===== config.mk =====
export PLATFORM = sky130hd
export DESIGN_NAME = wdt_twostage
export DESIGN_NICKNAME = d
export VERILOG_FILES = /design/src/rtl/wdt_twostage_pkg.sv /design/src/rtl/wdt_twostage_regs.sv /design/src/rtl/wdt_twostage_core.sv /design/src/rtl/wdt_twostage.sv
export SDC_FILE = /design/constraint.sdc
export NUM_CORES = 1
export LEC_CHECK = 0
export CAP_MARGIN = 20
export CORE_UTILIZATION = 35
export DETAILED_ROUTE_END_ITERATION = 12
export GPL_TIMING_DRIVEN = 0
export SETUP_SLACK_MARGIN = 0.2
export SYNTH_ARGS = -nofsm -noshare
export SYNTH_HDL_FRONTEND = slang
export SYNTH_SLANG_ARGS = --single-unit
export TNS_END_PERCENT = 100

===== constraint.sdc =====
create_clock -name clk -period 3.5 [get_ports clk]
set_input_delay 0.7 -clock clk [delete_from_list [all_inputs] [get_ports clk]]
set_output_delay 0.7 -clock clk [all_outputs]
set_load 0.01 [all_outputs]

===== src/rtl/wdt_twostage_pkg.sv =====
package wdt_twostage_pkg;
  localparam int AW = 12;
  localparam int DW = 32;

  localparam logic [AW-1:0] OFS_RELOAD = 12'h000;
  localparam logic [AW-1:0] OFS_COUNT  = 12'h004;
  localparam logic [AW-1:0] OFS_CTRL   = 12'h008;
  localparam logic [AW-1:0] OFS_ACK    = 12'h00C;
  localparam logic [AW-1:0] OFS_RAW    = 12'h010;
  localparam logic [AW-1:0] OFS_MASKED = 12'h014;
  localparam logic [AW-1:0] OFS_LOCK   = 12'hC00;

  localparam logic [DW-1:0] UNLOCK_KEY = 32'h1ACCE551;

  typedef struct packed {
    logic rst_en;
    logic irq_en;
  } wd_ctrl_t;
endpackage


===== src/rtl/wdt_twostage_regs.sv =====
module wdt_twostage_regs
  import wdt_twostage_pkg::*;
(
  input  logic          clk,
  input  logic          rst_n,
  input  logic          bus_en,
  input  logic          bus_we,
  input  logic [AW-1:0] bus_addr,
  input  logic [DW-1:0] bus_wdata,
  output logic [DW-1:0] reload_q,
  output wd_ctrl_t      ctrl_q,
  output logic          locked_q,
  output logic          restart,
  output logic [DW-1:0] restart_val,
  output logic          ack_wr
);
  logic          wr_any, wr_ok;
  logic          reload_en, ctrl_en, lock_en;
  logic [DW-1:0] reload_d;
  wd_ctrl_t      ctrl_d;
  logic          locked_d;

  always_comb begin
    wr_any    = bus_en && bus_we;
    wr_ok     = wr_any && !locked_q;
    lock_en   = wr_any && (bus_addr == OFS_LOCK);
    reload_en = wr_ok && (bus_addr == OFS_RELOAD);
    ctrl_en   = wr_ok && (bus_addr == OFS_CTRL);
    ack_wr    = wr_ok && (bus_addr == OFS_ACK);
    locked_d  = (bus_wdata != UNLOCK_KEY);
    reload_d  = bus_wdata;
    ctrl_d    = wd_ctrl_t'(bus_wdata[1:0]);
    restart   = reload_en || ack_wr;
    restart_val = reload_en ? bus_wdata : reload_q;
  end

  always_ff @(posedge clk or negedge rst_n) begin
    if (!rst_n) begin
      reload_q <= '1;
      ctrl_q   <= '0;
      locked_q <= 1'b0;
    end else begin
      if (reload_en) reload_q <= reload_d;
      if (ctrl_en)   ctrl_q   <= ctrl_d;
      if (lock_en)   locked_q <= locked_d;
    end
  end

  p_locked_ignore_r10: assert property (@(posedge clk) disable iff (!rst_n)
    (locked_q && bus_en && bus_we && bus_addr != OFS_LOCK)
      |=> ($stable(reload_q) && $stable(ctrl_q)));

  p_key_unlocks_r9: assert property (@(posedge clk) disable iff (!rst_n)
    (bus_en && bus_we && bus_addr == OFS_LOCK && bus_wdata == UNLOCK_KEY)
      |=> !locked_q);
endmodule


===== src/rtl/wdt_twostage_core.sv =====
module wdt_twostage_core
  import wdt_twostage_pkg::*;
#(
  parameter int CNT_W = 32
) (
  input  logic             clk,
  input  logic             rst_n,
  input  wd_ctrl_t         ctrl,
  input  logic [CNT_W-1:0] reload_val,
  input  logic             restart,
  input  logic [CNT_W-1:0] restart_val,
  input  logic             ack_wr,
  output logic [CNT_W-1:0] cnt_q,
  output logic             pend_q,
  output logic             rst_q
);
  logic [CNT_W-1:0] cnt_d;
  logic             pend_d, rst_d;
  logic             expired;

  always_comb begin
    cnt_d   = cnt_q;
    pend_d  = pend_q;
    rst_d   = rst_q;
    expired = ctrl.irq_en && (cnt_q == '0);
    if (restart) begin
      cnt_d = restart_val;
      if (ack_wr) pend_d = 1'b0;
    end else if (ctrl.irq_en) begin
      if (expired) begin
        cnt_d = reload_val;
        if (!pend_q)          pend_d = 1'b1;
        else if (ctrl.rst_en) rst_d  = 1'b1;
      end else begin
        cnt_d = cnt_q - 1'b1;
      end
    end
  end

  always_ff @(posedge clk or negedge rst_n) begin
    if (!rst_n) begin
      cnt_q  <= '1;
      pend_q <= 1'b0;
      rst_q  <= 1'b0;
    end else begin
      cnt_q  <= cnt_d;
      pend_q <= pend_d;
      rst_q  <= rst_d;
    end
  end

  p_hold_when_off_r3: assert property (@(posedge clk) disable iff (!rst_n)
    (!ctrl.irq_en && !restart) |=> $stable(cnt_q));

  p_rst_sticky_r5: assert property (@(posedge clk) disable iff (!rst_n)
    rst_q |=> rst_q);

  p_rst_needs_pending_r5: assert property (@(posedge clk) disable iff (!rst_n)
    $rose(rst_q) |-> $past(pend_q));

  p_rst_needs_enable_r6: assert property (@(posedge clk) disable iff (!rst_n)
    $rose(rst_q) |-> $past(ctrl.rst_en));

  p_pend_on_expiry_r4: assert property (@(posedge clk) disable iff (!rst_n)
    $rose(pend_q) |-> $past(cnt_q == '0 && ctrl.irq_en));
endmodule


===== src/rtl/wdt_twostage.sv =====
module wdt_twostage
  import wdt_twostage_pkg::*;
(
  input  logic        clk,
  input  logic        rst_n,
  input  logic        bus_en,
  input  logic        bus_we,
  input  logic [11:0] bus_addr,
  input  logic [31:0] bus_wdata,
  output logic [31:0] bus_rdata,
  output logic        irq,
  output logic        sys_rst_req
);
  logic [DW-1:0] reload_q, restart_val, cnt_q;
  wd_ctrl_t      ctrl_q;
  logic          locked_q, restart, ack_wr, pend_q, rst_q, masked;

  wdt_twostage_regs u_regs (
    .clk, .rst_n, .bus_en, .bus_we, .bus_addr, .bus_wdata,
    .reload_q, .ctrl_q, .locked_q, .restart, .restart_val, .ack_wr
  );

  wdt_twostage_core #(.CNT_W(DW)) u_core (
    .clk, .rst_n, .ctrl(ctrl_q), .reload_val(reload_q),
    .restart, .restart_val, .ack_wr, .cnt_q, .pend_q, .rst_q
  );

  always_comb begin
    masked    = pend_q && ctrl_q.irq_en;
    bus_rdata = '0;
    unique case (bus_addr)
      OFS_RELOAD: bus_rdata = reload_q;
      OFS_COUNT:  bus_rdata = cnt_q;
      OFS_CTRL:   bus_rdata = {30'd0, ctrl_q};
      OFS_RAW:    bus_rdata = {31'd0, pend_q};
      OFS_MASKED: bus_rdata = {31'd0, masked};
      OFS_LOCK:   bus_rdata = {31'd0, locked_q};
      default:    bus_rdata = '0;
    endcase
  end

  assign irq         = masked;
  assign sys_rst_req = rst_q;
endmodule


# ---- Yosys cells after proc, flatten, opt, wreduce, memory -nomap -nowiden
# Index checks and enable logic that the tools add are counted.
dict set report totals {
  ff_bits 69
  out_inout_bits 34
  elab_cells 42
}
dict set report op_classes {
  add_sub_neg 1
  n_eq_ne 8
  n_mux 9
  bitwise 1
  reduce_logical 16
}
# op n
set op_table {}
lappend op_table {{$pmux W32 S6} 1}
lappend op_table {{$mux W32} 4}
lappend op_table {{$logic_not A32 Y1} 1}
lappend op_table {{$ne A32 B29 Y1 const B} 1}
lappend op_table {{$sub A32 B1 Y32 const B} 1}
lappend op_table {{$eq A12 B4 Y1 const B} 2}
lappend op_table {{$eq A12 B5 Y1 const B} 2}
lappend op_table {{$eq A12 B12 Y1 const B} 1}
lappend op_table {{$eq A12 B3 Y1 const B} 1}
lappend op_table {{$logic_not A12 Y1} 1}
lappend op_table {{$logic_and A1 B1 Y1} 8}
lappend op_table {{$reduce_and A5 Y1} 1}
lappend op_table {{$mux W1} 4}
lappend op_table {{$reduce_bool A2 Y1} 2}
lappend op_table {{$reduce_and A3 Y1} 1}
lappend op_table {{$ne A2 B1 Y1 const B} 1}
lappend op_table {{$logic_not A1 Y1} 1}
lappend op_table {{$logic_or A1 B1 Y1} 1}
lappend op_table {{$not A1 Y1} 1}

# ---- Logic depth before layout (Yosys ltp)
# Gate-level depths: netlist of run 1.
dict set report logic_depth {
  ltp_word 6
  ltp_mapped 9
  ltp_nobuf 8
}

# ---- Cells and area by module
# A second synthesis of run 1 with hierarchy kept.
dict set report hier_totals {
  cells_unflattened 487
  hier_area_um2 4715.8
}
# module instances cells_each area_each_um2 seq_area_each_um2
set modules_own_cells {}
lappend modules_own_cells {wdt_twostage_core 1 300 2432.3 890.9}
lappend modules_own_cells {wdt_twostage_regs 1 98 1671.6 915.9}
lappend modules_own_cells {wdt_twostage 1 89 611.8 0.0}

# ---- Worst setup path before layout of run 1
# No wires, ideal clock.
dict set report synth_path {
  kind {input-to-output}
  start {in bus_addr[1]}
  end {out bus_rdata[1]}
  arrival_time_ns 2.457
  path_slack_ns 0.343
  cell_stages 6
  n_path_buf 1
  path_cell_list {or2_1 -> or4_1 -> nor4b_1 -> clkbuf_1 -> a22oi_1 -> nand2_1}
}
dict set report synth_between {
  elab_chain_cells 2
  elab_cells_between_ends 7
  cone_classes {eq/ne (5); mux (1); reduce/logical (1)}
}
# element line_no
set synth_rtl {}
lappend synth_rtl {{start, declared} wdt_twostage.sv:8} ;# input logic [11:0] bus_addr,
lappend synth_rtl {{$eq A12 B12 Y1 (tied with other cells)} wdt_twostage.sv:31} ;# unique case (bus_addr)
lappend synth_rtl {{$pmux W32 S6 (*)} wdt_twostage.sv:31}
lappend synth_rtl {{end, declared} wdt_twostage.sv:10} ;# output logic [31:0] bus_rdata,
# Mark *: on every way between the ends. The rest lies on a longest branch, timed or not.

# ---- Final worst setup path of run 1
dict set report layout_path {
  start {in bus_addr[6]}
  end {out bus_rdata[28]}
}
# The elaborated chain is that of the path after synthesis.

==> summary.md, run 1 <==
The slowest stage of the critical path belongs to the cell sky130_fd_sc_hd__or4_4. The headroom to the max-slew limit came out at 0.325. The H-tree level count was 3; the width of the die was 115 um. For the hold violation total from the final report, the log shows 0. In the post-synthesis netlist, the cell with the most instances is sky130_fd_sc_hd__nand2_1.

Once detail routing completed, the nets flagged for antenna violations numbered 0. The post-synthesis average cell area is 9.35 um^2. Counting instances in the post-synthesis netlist gives the leading cell types as sky130_fd_sc_hd__nand2_1 (69), sky130_fd_sc_hd__dfstp_2 (64), sky130_fd_sc_hd__a22o_1 (33). Port buffering added 81 buffers. The proportion of register bits with asynchronous set or reset after synthesis was 1.00; the reported leakage power was 2.50 nW. Entering global routing, the biggest net connects 70 pins.

The finished layout holds 768 standard cells, fillers aside. The min-delay analysis places its worst path in the category reg -> reg. Count of endpoints failing setup in the final report: 0.

The flow ran to the end, and the final reports show no timing, DRC or antenna violations. Measured in cells, the most critical reg-to-reg path has a length of 8. For the combined global-route utilization of all metal layers, the log shows 0.257.

The synthesized instance count is 481, and the net count after synthesis is 530. 0 antenna diodes ended up in the layout. The predominant post-synthesis flop cell was sky130_fd_sc_hd__dfstp_2. Counting the fill cells in the layout gives 1187. Walking the worst path, the cells encountered are dlygate4sd2_1 > or4_4 > or3_4 > nor2_4 > buf_12 > clkbuf_16 > a22o_1 > clkdlybuf4s15_2. The clock-pin slew on the worst setup and hold paths came out at 0.06 ns. The first detailed-routing pass ran for 5 iterations. Number of clock sinks: 69. The type of destination of the critical path was an output port. Combined area of the multi-input logic cells: 0.00256 mm^2.

The delay contributed by the slowest stage of the critical path was 0.42 ns. By area the synthesized netlist is led by sky130_fd_sc_hd__dfstp_2 (37%), sky130_fd_sc_hd__a22o_1 (6.4%), sky130_fd_sc_hd__nand2_1 (5.8%), sky130_fd_sc_hd__mux2_2 (5.5%), sky130_fd_sc_hd__nand3_1 (3.3%). Final hold analysis gives a worst-case slack of 0.475 ns.

At the worst endpoint, the arrival time is 2.55 ns. The initial core utilization was 0.358; the data required time at the worst endpoint was 2.80 ns. TritonCTS built the clock tree.

The vertical extent of the die came out at 115 um. The core region is 0.0126 mm^2. Setup repair after global routing could not meet its margin everywhere. The final period utilization was 0.927; the number of placed instances with taps included was 734. Routability-driven placement finished with a final weighted congestion of 0.892. The aggregate routed wire length is 16.5 mm, and the mean routed wirelength per cell is 21.5 um. The setup TNS after final layout came out at 0 ns.

After detailed routing, the number of vias per cell comes to 5.83. Along the worst path, the maximum fanout reaches 8. The synthesis-stage register bit count came out at 69.

The logs give 0 for the initial antenna violation count and 0 for the number of warnings printed during yosys synthesis. The count of cells along the worst hold path works out to 1. Reported max-cap violation count: 0. The share of the synthesized area in the top cell type is 0.374.

The flip-flop and latch area is 0.00181 mm^2, and the share of layout cells above drive strength 1 is 0.327. The tree is rooted in a sky130_fd_sc_hd__clkbuf_16. The die covers 0.0133 mm^2. Across all layers, the routed design uses 4480 vias.

The total DRC errors in the routed layout came out at 0. For the post-placement worst setup slack, the log shows -1.21 ns. The minimum clock period after layout is 3.25 ns, and the starting DRC count in detailed routing is 453. The number of placement rows was 41.

The area added between synthesis and finish is 34.3%, and the final max-slew violation count is 0. The number of flops mapped to enable cells by yosys works out to 0. For this design the ratio of total power to cell area is 289 mW/mm^2.

The run gives 172 uV as the worst vdd rail ir drop. The longest clock path from root to sink contains 2 buffers. For the worst-skew pair, the clock arrives at the later sink with an insertion delay of 0.34 ns. At the pin with the least slew margin, the transition time is 1.00 ns. After global routing the overflow that remains totals 0. The logs give 0.00450 mm^2 for the cell area after synthesis and 0.308 GHz for the maximum clock rate. In this run, distinct cell masters in the synthesized netlist total 60. The via count of the first global-routing pass was 4415. The kind of start point of the critical path was a primary input.

In this run the count of I/O pins placed on the die edge is 82. Leading area contributor after synthesis: sky130_fd_sc_hd__dfstp_2. The kind of critical path is in -> out.

The sequential fraction of the synthesis area was 0.402. The utilization of the core after routing is 0.481. The half-perimeter wire length after placement was 11.0 mm; the CTS buffer count was 9. The first global-routing pass estimated 25.1 mm of wire. The clock skew after layout was 0.00635 ns.

The net total in the final layout was 640. The worst-case setup margin in the final layout is 0.255 ns.
==> registers in the layout, summed over array words and instances (netlist names) <==
register	cells
u_regs.reload_q	32
u_core.pend_q	1
u_regs.locked_q	1
u_regs.ctrl_q	2
u_core.rst_q	1
u_core.cnt_q	32
==> area by class of cell <==
type / instances / area share
multi-input combinational: 372 / 0.423
inverter: 8 / 0.00497
clock inverter: 2 / 0.00166
tap: 172 / 0.0356
clock buffer: 14 / 0.0420
sequential: 69 / 0.299
buffer: 32 / 0.0451
timing repair buffer: 99 / 0.148
==> per-layer routing <==
| layer | track usage | up-vias | share of wire | routed length (um) |
|---|---|---|---|---|
| li1 | - | 2002 | - | - |
| met1 | 0.345 | 2204 | 0.43 | 7050 |
| met2 | 0.398 | 236 | 0.45 | 7450 |
| met3 | 0.0564 | 38 | 0.090 | 1490 |
| met4 | 0.110 | 0 | 0.031 | 507 |
| met5 | 0 | - | 0 | 0 |
==> power breakdown <==
part           switching [mW]  internal [mW]
Clock                   0.351          0.498
Sequential           0.000247          0.802
Combinational          0.0435         0.0530
Total                   0.394           1.35
==> timing repair <==
action / in CTS / in global routing
buffers inserted: 8 / 5
pin swaps: 9 / 11
resized for setup: 155 / 27
endpoints found under the hold margin: 0 / 0
cloned: 4 / 1
hold buffers: 0 / 0
endpoints found under the setup margin: 57 / 45
==> layout by cell type (no fill, tap or decap), types with 3 or more instances in the layout <==
cell type                         count
sky130_fd_sc_hd__clkbuf_16           18
sky130_fd_sc_hd__inv_1                8
sky130_fd_sc_hd__a21oi_1              4
sky130_fd_sc_hd__clkbuf_2             8
sky130_fd_sc_hd__mux2_2              22
sky130_fd_sc_hd__nor4_1               5
sky130_fd_sc_hd__mux2_4               3
sky130_fd_sc_hd__a31oi_1              3
sky130_fd_sc_hd__and2_1               4
sky130_fd_sc_hd__buf_4               10
sky130_fd_sc_hd__clkdlybuf4s50_1     41
sky130_fd_sc_hd__or4_4                3
sky130_fd_sc_hd__nand3b_1            20
sky130_fd_sc_hd__nor3b_1              5
sky130_fd_sc_hd__mux2i_1              4
sky130_fd_sc_hd__buf_6                6
sky130_fd_sc_hd__nand4_1             10
sky130_fd_sc_hd__o21ai_0             15
sky130_fd_sc_hd__nand2_1             68
sky130_fd_sc_hd__nand3_1             30
sky130_fd_sc_hd__xor2_1              12
sky130_fd_sc_hd__dfstp_2             64
sky130_fd_sc_hd__buf_12               3
sky130_fd_sc_hd__o21ai_1              7
sky130_fd_sc_hd__nor4bb_1             5
sky130_fd_sc_hd__nor3_1              12
sky130_fd_sc_hd__clkbuf_1            16
sky130_fd_sc_hd__o211ai_1            19
sky130_fd_sc_hd__nor2_1              30
sky130_fd_sc_hd__dfrtp_1              5
sky130_fd_sc_hd__a22o_1              33
sky130_fd_sc_hd__buf_2               34
sky130_fd_sc_hd__xnor2_1             10
==> worst paths after layout <==
check	from	end	slack [ns]
setup / recovery	bus_addr[6]	bus_rdata[28]	0.25
hold / removal	u_core.rst_q	u_core.rst_q	0.47
setup reg to reg	u_core.cnt_q[15]	u_core.cnt_q[16]	0.50
hold reg to reg	u_core.rst_q	u_core.rst_q	0.47
max in group asynchronous	rst_n	u_core.pend_q	2.41
min in group asynchronous	rst_n	u_core.rst_q	0.52
==> per-stage QoR <==
stage | power [mW] | cell area [um^2]
global placement | 0.907 | 5520
CTS | 1.75 | 6060
detailed placement | 0.908 | 5520
finish | 1.75 | 6040
floorplan | 0.825 | 4500
global route | 1.78 | 6040
==> worst max-delay path: cells and delay by family <==
| kind | cells | cell delay [ns] |
|---|---|---|
| AND/OR/NAND/NOR | 3 | 0.91 |
| buffers and inverters | 4 | 0.78 |
| AO/OA/AOI/OAI | 1 | 0.15 |
==> kinds of logic after synthesis <==
logic type	Yosys count	synth area share
muxes	29	0.0740
buffers and inverters	40	0.0420
adders and majority gates	1	0.00278
and+or+nand+nor	218	0.266
DFF	69	0.402
AOI/OAI and AO/OA	102	0.170
xor gates and xnor gates	22	0.0428
(Power assumes the default switching activity.)
==> run 2, diff against run 1 <==
--- a/config.mk
+++ b/config.mk
@@ -7,6 +7,7 @@
 export LEC_CHECK = 0
 export CAP_MARGIN = 20
 export CORE_UTILIZATION = 35
+export CTS_CLUSTER_DIAMETER = 200
 export DETAILED_ROUTE_END_ITERATION = 12
 export GPL_TIMING_DRIVEN = 0
 export SETUP_SLACK_MARGIN = 0.2
==> results of run 2 <==
The final DEF is identical to that of run 1; final timing and power are the same.
==> run 3, diff against run 2 <==
--- a/config.mk
+++ b/config.mk
@@ -9,7 +9,7 @@
 export CORE_UTILIZATION = 35
 export CTS_CLUSTER_DIAMETER = 200
 export DETAILED_ROUTE_END_ITERATION = 12
-export GPL_TIMING_DRIVEN = 0
+export GPL_TIMING_DRIVEN = 1
 export SETUP_SLACK_MARGIN = 0.2
 export SYNTH_ARGS = -nofsm -noshare
 export SYNTH_HDL_FRONTEND = slang
==> run 3 against run 2 <==
- worst hold slack worse by 0.13 ns
- clock skew is 0.0060 ns higher
- global-route usage shrank 3.1 points
- worst setup slack worse by 0.0061 ns
- combinational power is 5% higher
- sequential power is essentially flat
- critical endpoint is now bus_rdata[0]
- critical path depth rose by 3
- routed wire length down 13%
==> summary.md, run 3 (synthesized netlist as in run 1, its figures left out) <==
For the initial core utilization, the log shows 0.358 (unchanged). The run gives 0 (unchanged) as the reported max-cap violation count. The clock-pin slew on the worst setup and hold paths was 0.06 ns (about the same); the mean routed wirelength per cell was 18.9 um (-12%). The delay contributed by the slowest stage of the critical path was 0.52 ns (+0.10 ns); the internal power consumption was 1.41 mW (+4.0%). By instance count, the cell type seen most on the critical path is sky130_fd_sc_hd__buf_6. For the headroom to the max-slew limit, the log shows 0.619 (+0.294).

The largest individual stage delay along the critical path comes from the cell sky130_fd_sc_hd__clkdlybuf4s50_1. The logs give 22.7 mm (-9.5%) for the global-route wire length before repair and 0.00565 mm^2 (+2.3%) for the standard cell area after detailed placement. The maximum clock rate came out at 0.308 GHz (-0.19%).

The combined global-route utilization of all metal layers was 0.226 (-0.0309). The width of the die came out at 115 um (unchanged). For the number of hold-repair buffers added at the cts stage, the log shows 0 (unchanged).

The switching share of total power came out at 0.218 (-0.00752). The tools report the final weighted congestion in routability-driven placement as 0.803 (-9.9%). The critical-path maximum fanout was 7 (-1); the number of inserted diodes was 0 (unchanged). For the data required time at the worst endpoint, the log shows 2.80 ns (about the same). The flow ran to the end, and the final reports show no timing, DRC or antenna violations.

Total net switching power: 0.393 mW (-0.42%). The total DRC errors in the routed layout is 0 (unchanged), and the cell count of the worst reg-to-reg path is 7 (-1). The combinational fraction of design power was 0.056 (about the same). The terminus of the critical flop-to-flop path was u_core.cnt_q[27].

The clock skew after layout came out at 0.0124 ns (+0.00600 ns). The initial antenna violation count was 0 (unchanged). The number of clock sinks was 69 (unchanged); the worst-case hold slack was 0.343 ns (-0.131 ns). The startpoint identified for the worst register-to-register timing path is u_core.cnt_q[27].

The tools report the fraction of power consumed by sequential logic as 0.446 (-0.013). The tools report the H-tree level count as 3 (unchanged). The tools report the die area as 0.0133 mm^2 (unchanged). The transition time of the tightest slew-check pin is 0.564 ns (-0.440 ns), and the half-perimeter wire length after placement is 9.60 mm (-13%). The logs give 35 (-50%) for the largest net degree at the start of global routing and 637 (-0.47%) for the net total in the final layout. The final period utilization was 0.929 (+0.00175); the aggregate routed wire length was 14.4 mm (-13%).

The number of placed instances with taps included is 734 (unchanged). For the setup TNS after final layout, the log shows 0 ns (unchanged). The hold violation total from the final report is 0 (unchanged). The type of destination of the critical path is an output port.

In the final layout, the registers with the most flip-flops are u_core.cnt_q: 32 flops, u_regs.reload_q: 32 flops, u_regs.ctrl_q: 2 flops. Count of endpoints failing setup in the final report: 0 (unchanged). The run gives 182 uV (+5.5%) as the worst vdd rail ir drop. The part of the power in the clock network is 0.498 (+0.012), and the post-detailed-route count of antenna-violating nets is 0 (unchanged).

STA classifies the critical path startpoint as a primary input. The total grt overflow came out at 0 (unchanged). The run gives 765 (-0.39%) as the count of placed standard cells in the final layout, fillers left out. The number of detailed-routing iterations run before antenna repair is 6 (+1), and the final max-slew violation count is 0 (unchanged). The count of boundary I/O pins came out at 82 (unchanged). Number of buffers on the longest clock path: 2 (unchanged). The vertical extent of the die was 115 um (unchanged). The share of layout cells above drive strength 1 was 0.346 (+0.0185); the data arrival at the endpoint of the critical path was 2.55 ns (about the same). Number of port buffers: 81 (unchanged). The power density of the placed cells is 295 mW/mm^2 (+2.1%).

Area of all placed cells without fillers: 0.00609 mm^2 (+0.85%). Via count of the first global-routing pass: 4204 (-4.8%). TritonCTS built the clock tree. The kind of critical path was in -> out.

The via-per-instance ratio was 5.56 (-4.7%). The number of placement rows is 41 (unchanged). The minimum clock period after layout was 3.25 ns (+0.00614 ns); the starting DRC count in detailed routing was 363 (-20%). Compared with the post-synthesis result, the final layout area differs by 35.5%.

The library cell used most frequently in the layout, excluding fill and tap cells, is sky130_fd_sc_hd__nand2_1. The critical path goes through clkdlybuf4s50_1 > nor3_2 > nand2_2 > buf_4 > nor2_4 > buf_6 > buf_6 > buf_8 > a22o_1 > a221o_1 > buf_2. Broken down by cell family, the worst path's largest delay share belongs to buffers and inverters. The min-delay analysis places its worst path in the category in -> async. Via count: 4251 (-5.1%).

The CTS buffer count is 9 (unchanged), and the source-to-sink clock delay at the later pin of the worst-skew pair is 0.34 ns (about the same). In the layout the commonest cells are sky130_fd_sc_hd__nand2_1 (68), sky130_fd_sc_hd__dfstp_2 (64), sky130_fd_sc_hd__clkdlybuf4s50_1 (41). The run gives 1.80 mW (+3.0%) as the total power.

Setup repair after global routing could not meet its margin everywhere. For the placeable core area, the log shows 0.0126 mm^2 (unchanged). Clock tree synthesis selected as its root buffer the cell sky130_fd_sc_hd__clkbuf_16. The critical path buffer and inverter count works out to 6 (+2). The register-to-register path setup slack came out at 0.84 ns (+0.34 ns). The reported leakage power was 2.55 nW (+1.8%).
run 3: changes by cell type in the layout (fill, tap and decap cells not counted), sizes merged:
cell,delta
clkinvlp,+1
bufbuf,+2
clkdlybuf4s15,+4
bufinv,+1
clkbuf,-30
buf,+19
clkinv,+1
dlygate4sd2,-1
run 3: timing repair:
action / 4_1_cts / 5_1_grt
pin swaps: 12 / 11
endpoints found under the setup margin: 32 / 21
gates cloned: 4 / 1
gates resized for setup: 160 / 7
setup buffers: 8 / 2
run 3: power groups by stage:
stage	combinational, mW	sequential [mW]	clock (mW)
after global placement	0.0999	0.814	0
after floorplan	0.0109	0.814	0
after detailed placement	0.101	0.814	0
after CTS	0.100	0.802	0.912
final	0.101	0.802	0.896
after global routing	0.109	0.802	0.944
run 3: worst max path at each step:
stage | from | to | slack, ns | cells past startpoint
floorplan | bus_addr[1] | bus_rdata[1] | 0.34 | 6
detailed placement | bus_addr[1] | bus_rdata[31] | -0.38 | 7
global route | bus_addr[6] | bus_rdata[0] | 0.18 | 10
finish | bus_addr[8] | bus_rdata[0] | 0.25 | 11
global placement | bus_addr[1] | bus_rdata[31] | -0.35 | 7
CTS | bus_addr[7] | bus_rdata[0] | 0.22 | 10
run 3: worst register-to-register path: cells and delay by family, from the launching register on:
family | cells | cell delay (ns)
buffers and inverters | 1 | 0.26
AO/OA/AOI/OAI | 1 | 0.33
AND/OR/NAND/NOR | 5 | 1.62
flip-flops | 1 | 0.38
run 3: area by class of cell:
type | count | area (um^2)
clock buffer | 11 | 233
fill | 1210 | 6470
clock inverter | 5 | 52.6
inverter | 8 | 30.0
tap | 172 | 215
multi-input combinational | 372 | 2540
sequential | 69 | 1810
timing repair buffer | 128 | 1220
run 3: metal layers:
layer  part of all wire  track usage
met5                  0            0
met4              0.015       0.0684
met3              0.058       0.0422
met2               0.47        0.361
met1               0.45        0.310
run 3: through the flow:
step,util,worst slack [ns]
3_5_place_dp,0.449,-0.379
6_report,0.485,0.248
2_1_floorplan,-,0.343
3_3_place_gp,0.449,-0.347
5_1_grt,0.485,0.180
4_1_cts,0.480,0.219
